`src/rtl/i2cw_pkg.sv`:
```
package i2cw_pkg;

  typedef enum logic [2:0] {
    ST_IDLE,
    ST_ADDR,
    ST_ADDR_ACK,
    ST_DATA,
    ST_DATA_ACK,
    ST_SKIP
  } xfer_state_t;

  // address byte addresses this target for a write
  function automatic logic addr_hit(input logic [7:0] b, input logic [6:0] dev);
    return (b[7:1] == dev) && !b[0];
  endfunction

  // top bit selects the setup register
  function automatic logic is_setup_byte(input logic [7:0] b);
    return b[7];
  endfunction

  // setup byte whose active-low bit 1 requests a configuration clear
  function automatic logic clears_cfg(input logic [7:0] b);
    return b[7] && !b[1];
  endfunction

endpackage

```
`src/rtl/i2cw_bus_cond.sv`:
```
module i2cw_bus_cond #(
  parameter int SYNC_STAGES = 2
) (
  input  logic clk,
  input  logic rst_n,
  input  logic scl_i,
  input  logic sda_i,
  output logic sda_s,
  output logic scl_rise,
  output logic scl_fall,
  output logic start_det,
  output logic stop_det
);
  localparam int LAST = SYNC_STAGES - 1;

  logic [LAST:0] scl_sh, sda_sh;
  logic          scl_p, sda_p, scl_s;

  always_ff @(posedge clk or negedge rst_n) begin
    if (!rst_n) begin
      scl_sh <= '1;
      sda_sh <= '1;
      scl_p  <= 1'b1;
      sda_p  <= 1'b1;
    end else begin
      scl_sh <= {scl_sh[LAST-1:0], scl_i};
      sda_sh <= {sda_sh[LAST-1:0], sda_i};
      scl_p  <= scl_sh[LAST];
      sda_p  <= sda_sh[LAST];
    end
  end

  assign scl_s     = scl_sh[LAST];
  assign sda_s     = sda_sh[LAST];
  assign scl_rise  = scl_s & ~scl_p;
  assign scl_fall  = ~scl_s & scl_p;
  assign start_det = scl_s & scl_p & sda_p & ~sda_s;
  assign stop_det  = scl_s & scl_p & ~sda_p & sda_s;

endmodule

```
`src/rtl/i2cw_byte_engine.sv`:
```
module i2cw_byte_engine
  import i2cw_pkg::*;
#(
  parameter logic [6:0] DEV_ADDR = 7'h35,
  parameter int         BYTE_W   = 8
) (
  input  logic              clk,
  input  logic              rst_n,
  input  logic              sda_s,
  input  logic              scl_rise,
  input  logic              scl_fall,
  input  logic              start_det,
  input  logic              stop_det,
  output logic              sda_oe,
  output logic              byte_stb,
  output logic [BYTE_W-1:0] byte_q
);
  localparam int              CNT_W = $clog2(BYTE_W + 1);
  localparam logic [CNT_W-1:0] FULL = CNT_W'(BYTE_W);

  xfer_state_t       state;
  logic [CNT_W-1:0]  cnt;
  logic [BYTE_W-1:0] shreg;
  logic              shifting, byte_full, in_ack;

  assign shifting  = (state == ST_ADDR) || (state == ST_DATA);
  assign byte_full = (cnt == FULL);
  assign in_ack    = (state == ST_ADDR_ACK) || (state == ST_DATA_ACK);

  always_ff @(posedge clk or negedge rst_n) begin
    if (!rst_n) begin
      state    <= ST_IDLE;
      cnt      <= '0;
      shreg    <= '0;
      sda_oe   <= 1'b0;
      byte_stb <= 1'b0;
      byte_q   <= '0;
    end else begin
      byte_stb <= 1'b0;
      if (start_det) begin
        state  <= ST_ADDR;
        cnt    <= '0;
        sda_oe <= 1'b0;
      end else if (stop_det) begin
        state  <= ST_IDLE;
        sda_oe <= 1'b0;
      end else if (shifting) begin
        if (scl_rise && !byte_full) begin
          shreg <= {shreg[BYTE_W-2:0], sda_s};
          cnt   <= cnt + 1'b1;
        end else if (scl_fall && byte_full) begin
          if (state == ST_ADDR) begin
            if (addr_hit(shreg, DEV_ADDR)) begin
              state  <= ST_ADDR_ACK;
              sda_oe <= 1'b1;
            end else begin
              state <= ST_SKIP;
            end
          end else begin
            state    <= ST_DATA_ACK;
            sda_oe   <= 1'b1;
            byte_stb <= 1'b1;
            byte_q   <= shreg;
          end
        end
      end else if (in_ack && scl_fall) begin
        sda_oe <= 1'b0;
        cnt    <= '0;
        state  <= ST_DATA;
      end
    end
  end


  ack_only_chk: assert property (@(posedge clk) disable iff (!rst_n)
    sda_oe |-> in_ack);

  oe_after_fall_chk: assert property (@(posedge clk) disable iff (!rst_n)
    $rose(sda_oe) |-> $past(scl_fall));

  skip_quiet_chk: assert property (@(posedge clk) disable iff (!rst_n)
    (state == ST_SKIP) |-> (!sda_oe && !byte_stb));

  stb_with_ack_chk: assert property (@(posedge clk) disable iff (!rst_n)
    byte_stb |-> sda_oe);

endmodule

```
`src/rtl/i2cw_reg_bank.sv`:
```
module i2cw_reg_bank
  import i2cw_pkg::*;
#(
  parameter logic [7:0] CFG_DEFAULT = 8'h61
) (
  input  logic       clk,
  input  logic       rst_n,
  input  logic       byte_stb,
  input  logic [7:0] byte_q,
  output logic [2:0] ref_sel,
  output logic       ext_clk,
  output logic       bipolar,
  output logic [7:0] cfg_q,
  output logic       setup_wr,
  output logic       cfg_wr
);

  always_ff @(posedge clk or negedge rst_n) begin
    if (!rst_n) begin
      ref_sel  <= '0;
      ext_clk  <= 1'b0;
      bipolar  <= 1'b0;
      cfg_q    <= CFG_DEFAULT;
      setup_wr <= 1'b0;
      cfg_wr   <= 1'b0;
    end else begin
      setup_wr <= 1'b0;
      cfg_wr   <= 1'b0;
      if (byte_stb) begin
        if (is_setup_byte(byte_q)) begin
          ref_sel  <= byte_q[6:4];
          ext_clk  <= byte_q[3];
          bipolar  <= byte_q[2];
          setup_wr <= 1'b1;
          if (clears_cfg(byte_q)) begin
            cfg_q  <= CFG_DEFAULT;
            cfg_wr <= 1'b1;
          end
        end else begin
          cfg_q  <= byte_q;
          cfg_wr <= 1'b1;
        end
      end
    end
  end


  setup_pulse_chk: assert property (@(posedge clk) disable iff (!rst_n)
    setup_wr |=> !setup_wr);

  cfg_pulse_chk: assert property (@(posedge clk) disable iff (!rst_n)
    cfg_wr |=> !cfg_wr);

  setup_hold_chk: assert property (@(posedge clk) disable iff (!rst_n)
    !setup_wr |-> $stable({ref_sel, ext_clk, bipolar}));

  cfg_load_chk: assert property (@(posedge clk) disable iff (!rst_n)
    (byte_stb && !byte_q[7]) |=> (cfg_q == $past(byte_q)));

  cfg_clear_chk: assert property (@(posedge clk) disable iff (!rst_n)
    (byte_stb && byte_q[7] && !byte_q[1]) |=> (cfg_q == CFG_DEFAULT));

  cfg_hold_chk: assert property (@(posedge clk) disable iff (!rst_n)
    !cfg_wr |-> $stable(cfg_q));

endmodule

```
`src/rtl/i2cw_target.sv`:
```
module i2cw_target #(
  parameter logic [6:0] DEV_ADDR    = 7'h35,
  parameter logic [7:0] CFG_DEFAULT = 8'h61,
  parameter int         SYNC_STAGES = 2
) (
  input  logic       clk,
  input  logic       rst_n,
  input  logic       scl_i,
  input  logic       sda_i,
  output logic       sda_oe,
  output logic [2:0] ref_sel,
  output logic       ext_clk,
  output logic       bipolar,
  output logic [7:0] cfg_q,
  output logic       setup_wr,
  output logic       cfg_wr
);
  localparam int BYTE_W = 8;

  logic              sda_s, scl_rise, scl_fall, start_det, stop_det;
  logic              byte_stb;
  logic [BYTE_W-1:0] byte_q;

  i2cw_bus_cond #(.SYNC_STAGES(SYNC_STAGES)) u_cond (
    .clk(clk), .rst_n(rst_n), .scl_i(scl_i), .sda_i(sda_i),
    .sda_s(sda_s), .scl_rise(scl_rise), .scl_fall(scl_fall),
    .start_det(start_det), .stop_det(stop_det)
  );

  i2cw_byte_engine #(.DEV_ADDR(DEV_ADDR), .BYTE_W(BYTE_W)) u_eng (
    .clk(clk), .rst_n(rst_n), .sda_s(sda_s), .scl_rise(scl_rise),
    .scl_fall(scl_fall), .start_det(start_det), .stop_det(stop_det),
    .sda_oe(sda_oe), .byte_stb(byte_stb), .byte_q(byte_q)
  );

  i2cw_reg_bank #(.CFG_DEFAULT(CFG_DEFAULT)) u_regs (
    .clk(clk), .rst_n(rst_n), .byte_stb(byte_stb), .byte_q(byte_q),
    .ref_sel(ref_sel), .ext_clk(ext_clk), .bipolar(bipolar),
    .cfg_q(cfg_q), .setup_wr(setup_wr), .cfg_wr(cfg_wr)
  );


  stop_idle_chk: assert property (@(posedge clk) disable iff (!rst_n)
    stop_det |=> !sda_oe);

endmodule

```
`config.mk`:
```
export PLATFORM = sky130hd
export DESIGN_NAME = i2cw_target
export DESIGN_NICKNAME = d
export VERILOG_FILES = /design/src/rtl/i2cw_pkg.sv /design/src/rtl/i2cw_bus_cond.sv /design/src/rtl/i2cw_byte_engine.sv /design/src/rtl/i2cw_reg_bank.sv /design/src/rtl/i2cw_target.sv
export SDC_FILE = /design/constraint.sdc
export NUM_CORES = 1
export LEC_CHECK = 0
export BUFFER_PORTS_ARGS = -buffer_cell sky130_fd_sc_hd__buf_2
export CAP_MARGIN = 10
export CORE_MARGIN = 2
export CORE_UTILIZATION = 50
export CTS_CLUSTER_DIAMETER = 120
export DETAILED_ROUTE_END_ITERATION = 16
export PLACE_DENSITY_LB_ADDON = 0.3
export RECOVER_POWER = 50
export SYNTH_ARGS = -nofsm -noshare
export SYNTH_HDL_FRONTEND = slang
export SYNTH_SLANG_ARGS = --single-unit
```
`constraint.sdc`:
```
create_clock -name clk -period 2 [get_ports clk]
set_input_delay 0.4 -clock clk [delete_from_list [all_inputs] [get_ports clk]]
set_output_delay 0.4 -clock clk [all_outputs]
set_load 0.02 [all_outputs]
```
==> out/results.md <==
### Run status
* **result of the run** finished, final reports clean

### STA
* **final hold viol count** 0
* **final setup vio count** 0
* **Max Freq** 556 MHz
* **Final TNS setup** 0 ps
* **setup clock skew after layout** 7.60 ps
* **shortest period the worst path allows** 1800 ps
* **worst slew margin relative to its limit** 30.1%
* **Final Max Slew Viols** 0
* **Hold Slack** 199 ps
* **worst-case setup margin in the final layout** 200 ps
* **setup repair after global routing missed its margin** false
* **transition time at the pin with the least slew margin** 1050 ps
* **final critical-path share of the clock period** 90.0%

### Final layout
* **layout cells sized above 1** 36.0%
* **storage element area** 1140 sq um
* **fillers** 306
* **diode count** 0
* **NumNets Final** 166
* **Non-Filler Cell Area, Final** 2070 sq um
* **combined area of the multi-input logic cells** 658 sq um
* **growth of design area from synthesis to finish** 12.5%

### Worst setup path
* **cells traversed along the worst timing path** inv_1 -> ha_1 -> nand3b_1 -> nor3_1 -> nand2_2 -> mux2_2
* **WP data required** 2180 ps
* **maximum net fanout on the critical path** 9
* **critical path start-end classification** reg -> reg
* **Worst Setup End Kind** flop
* **slowest cell delay on critical path** 430 ps
* **startpoint kind of the worst setup timing path** flop
* **Critical Path Slowest Stage Cell** dfrtp_1
* **Critical Path AT** 1980 ps

### Drt
* **DRC violations left** 0
* **per-cell routed wire length** 14.0 microns
* **first-pass iteration count of the detailed router** 4
* **average via count per standard cell** 5.36
* **total wire length** 2920 microns
* **initial DRC count** 55
* **overall via count from detail_route** 1121
* **residual antenna-violating net count after detailed routing** 0

### Yosys
* **simple logic cell fraction of the synthesized area** 10.2%
* **Syn Std Cell Area** 1840 sq um
* **total number of yosys warnings** 0
* **fraction of synthesis flops using an asynchronous set or reset pin** 100%
* **post-synthesis xor/xnor area fraction** 0.954%
* **per-instance average area after synthesis** 13.5 sq um
* **sequential element share of the synthesized area** 61.9%
* **number of enable flip-flop cells after synthesis** 0
* **arithmetic-cell share of the synthesized area counting full adders, half adders and majority gates** 1.36%
* **main combinational cell family by area after synthesis** multiplexers
* **area fraction in compound gates after synthesis** 8.92%
* **multiplexer area fraction after synthesis** 14.0%
* **post-synth net total** 142
* **Post-Syn Instances** 136
* **top_reg_cell synth** dfrtp_1
* **count of state elements after synthesis** 45
* **number of library cell types mapped by synthesis** 39

### Floorplanning
* **site row count** 22
* **Die Height** 64.6 microns
* **core region area** 3610 sq um
* **die area** 4170 sq um
* **count of boundary I/O pins** 20
* **chip width** 64.6 microns
* **initial standard-cell utilization of the core** 50.9%

### Run
* **count of maximum capacitance violations** 0

### Placement
* **placed cell areas** 1980 sq um
* **final RePlAce weighted congestion** 0.836
* **port buffer count** 18
* **Setup Slack @ Placement** 160 ps
* **HPWL reported at the end of detailed placement** 2150 microns

### Power and ir drop
* **power per cell area** 1210 nW/um^2
* **Worst VDD drop** 0.652 mV
* **leakage power figure** 0.00102 uW

### Clock network
* **insertion delay to the later sink of the worst-skew pair** 290 ps
* **clock tree root buffer cell** clkbuf_8
* **cts bufs inserted** 5
* **clock tree from TritonCTS** built
* **maximum buffer depth of the clock tree** 2
* **count of H-tree levels built during CTS** 2
* **clock transition at the registers of the reported paths** 80 ps
* **CTS sink cnt** 45

### Global route
* **initial antenna violation count** 0
* **maximum number of pins on one net before global-route repair** 46
* **GRT Overall Usage** 16.9%
* **via count of the first global-routing pass** 1163
* **final global-route overflow total** 0
* **first-pass GRT wire length** 5250 microns

### Hold path
* **Worst Hold Class** in -> reg

-- cell type report --
type / count / area share [%]
flip-flops and latches: 45 / 55.0
repair buffers: 20 / 4.96
clock buffers: 6 / 3.51
inverters: 7 / 1.27
well taps: 48 / 2.91
multi-input cells: 81 / 31.8
clock inverters: 2 / 0.484
-- state kept, by name (all words and copies together), names as in the netlist --
signal and count:
u_cond.sda_sh 2, u_regs.ref_sel 3, u_regs.cfg_wr 1, u_cond.sda_p 1, u_regs.bipolar 1, u_eng.cnt 4, u_cond.scl_sh 2, u_eng.state 3
u_regs.cfg_q 7, u_eng.byte_stb 1, u_eng.sda_oe 1, u_eng.byte_q 8, u_cond.scl_p 1, u_regs.ext_clk 1, u_regs.setup_wr 1, u_eng.shreg 8
-- cells in the mapped netlist, types with 3 or more instances --
master / count / area (sq um)
dfrtp_1: 36 / 901
dfstp_2: 9 / 236
nand2b_1: 3 / 18.8
inv_1: 7 / 26.3
o22a_1: 3 / 26.3
nand3b_1: 3 / 22.5
nor2_1: 4 / 15.0
nand2_1: 7 / 26.3
a22o_1: 3 / 26.3
mux2_2: 21 / 236
nand3_1: 4 / 20.0
-- layer usage --
layer	GRT usage, %	wire, microns
met3	4.86	90
met1	21.3	1390
met5	0	0
met2	25.8	1390
met4	10.4	59
-- through the flow --
stage                     power [uW]  utilization [%]  std cells
after floorplan                 1800                -        136
after global placement          1960             55.0        201
after detailed placement        2010             55.0        201
after CTS                       2530             57.3        209
after global routing            2680             57.3        209
final                           2510             57.3        209
-- where the power goes --
part / internal (uW) / total (uW) / leakage (uW) / switching, uW
combinational: 320 / 611 / 0.000409 / 290
clock: 242 / 521 / 0.0000450 / 279
sequential: 1160 / 1380 / 0.000566 / 213
total: 1720 / 2510 / 0.00102 / 782
-- path summary, 6_finish.rpt --
path | startpoint | endpoint | slack [ps] | depth (start not counted)
min in group asynchronous | rst_n | u_regs.ref_sel[1]$_DFFE_PN0P_ | 360 | 2
worst max-delay path | u_eng.cnt[0]$_DFFE_PN0P_ | u_eng.byte_q[3]$_DFFE_PN0P_ | 200 | 6
worst min-delay path | scl_i | u_cond.scl_sh[0]$_DFF_PN1_ | 200 | 1
worst max register to register | u_eng.cnt[0]$_DFFE_PN0P_ | u_eng.byte_q[3]$_DFFE_PN0P_ | 200 | 6
worst min register to register | u_cond.scl_sh[0]$_DFF_PN1_ | u_cond.scl_sh[1]$_DFF_PN1_ | 360 | 0
max in group asynchronous | rst_n | u_eng.byte_q[7]$_DFFE_PN0P_ | 990 | 2
-- worst max-delay path: cells and delay by family (launching register included) --
family / cells / cell delay (ps)
adders and majority gates: 1 / 140
buffers and inverters: 1 / 80
DFF: 1 / 430
muxes: 1 / 320
and+or+nand+nor: 3 / 730
-- kinds of logic after synthesis --
logic type,after synthesis
simple gates,33
mux,23
other cells,1
fa+ha+maj,2
xor+xnor,2
compound gates,20
flops,45
buf+inv,10
-- cells in the final DEF, fill, tap and decap left out, drive strengths merged, types with 2 or more instances in the layout --
master,count
nand2,7
o22a,3
nand2b,3
o21ai,2
buf,19
dfrtp,36
nor3,2
a21oi,2
nand3b,3
dfstp,9
or3,2
a22o,3
nand4,2
nand3,4
nor2,4
inv,7
a32o,2
ha,2
clkbuf,7
clkinv,2
mux2,22
-- timing repair --
action | in CTS | in global routing
endpoints found under the setup margin | 0 | 8
buffers inserted | 0 | 0
resized for setup | 0 | 1
hold buffers | 0 | 0
No activity file was read; power rests on OpenSTA's default activity.
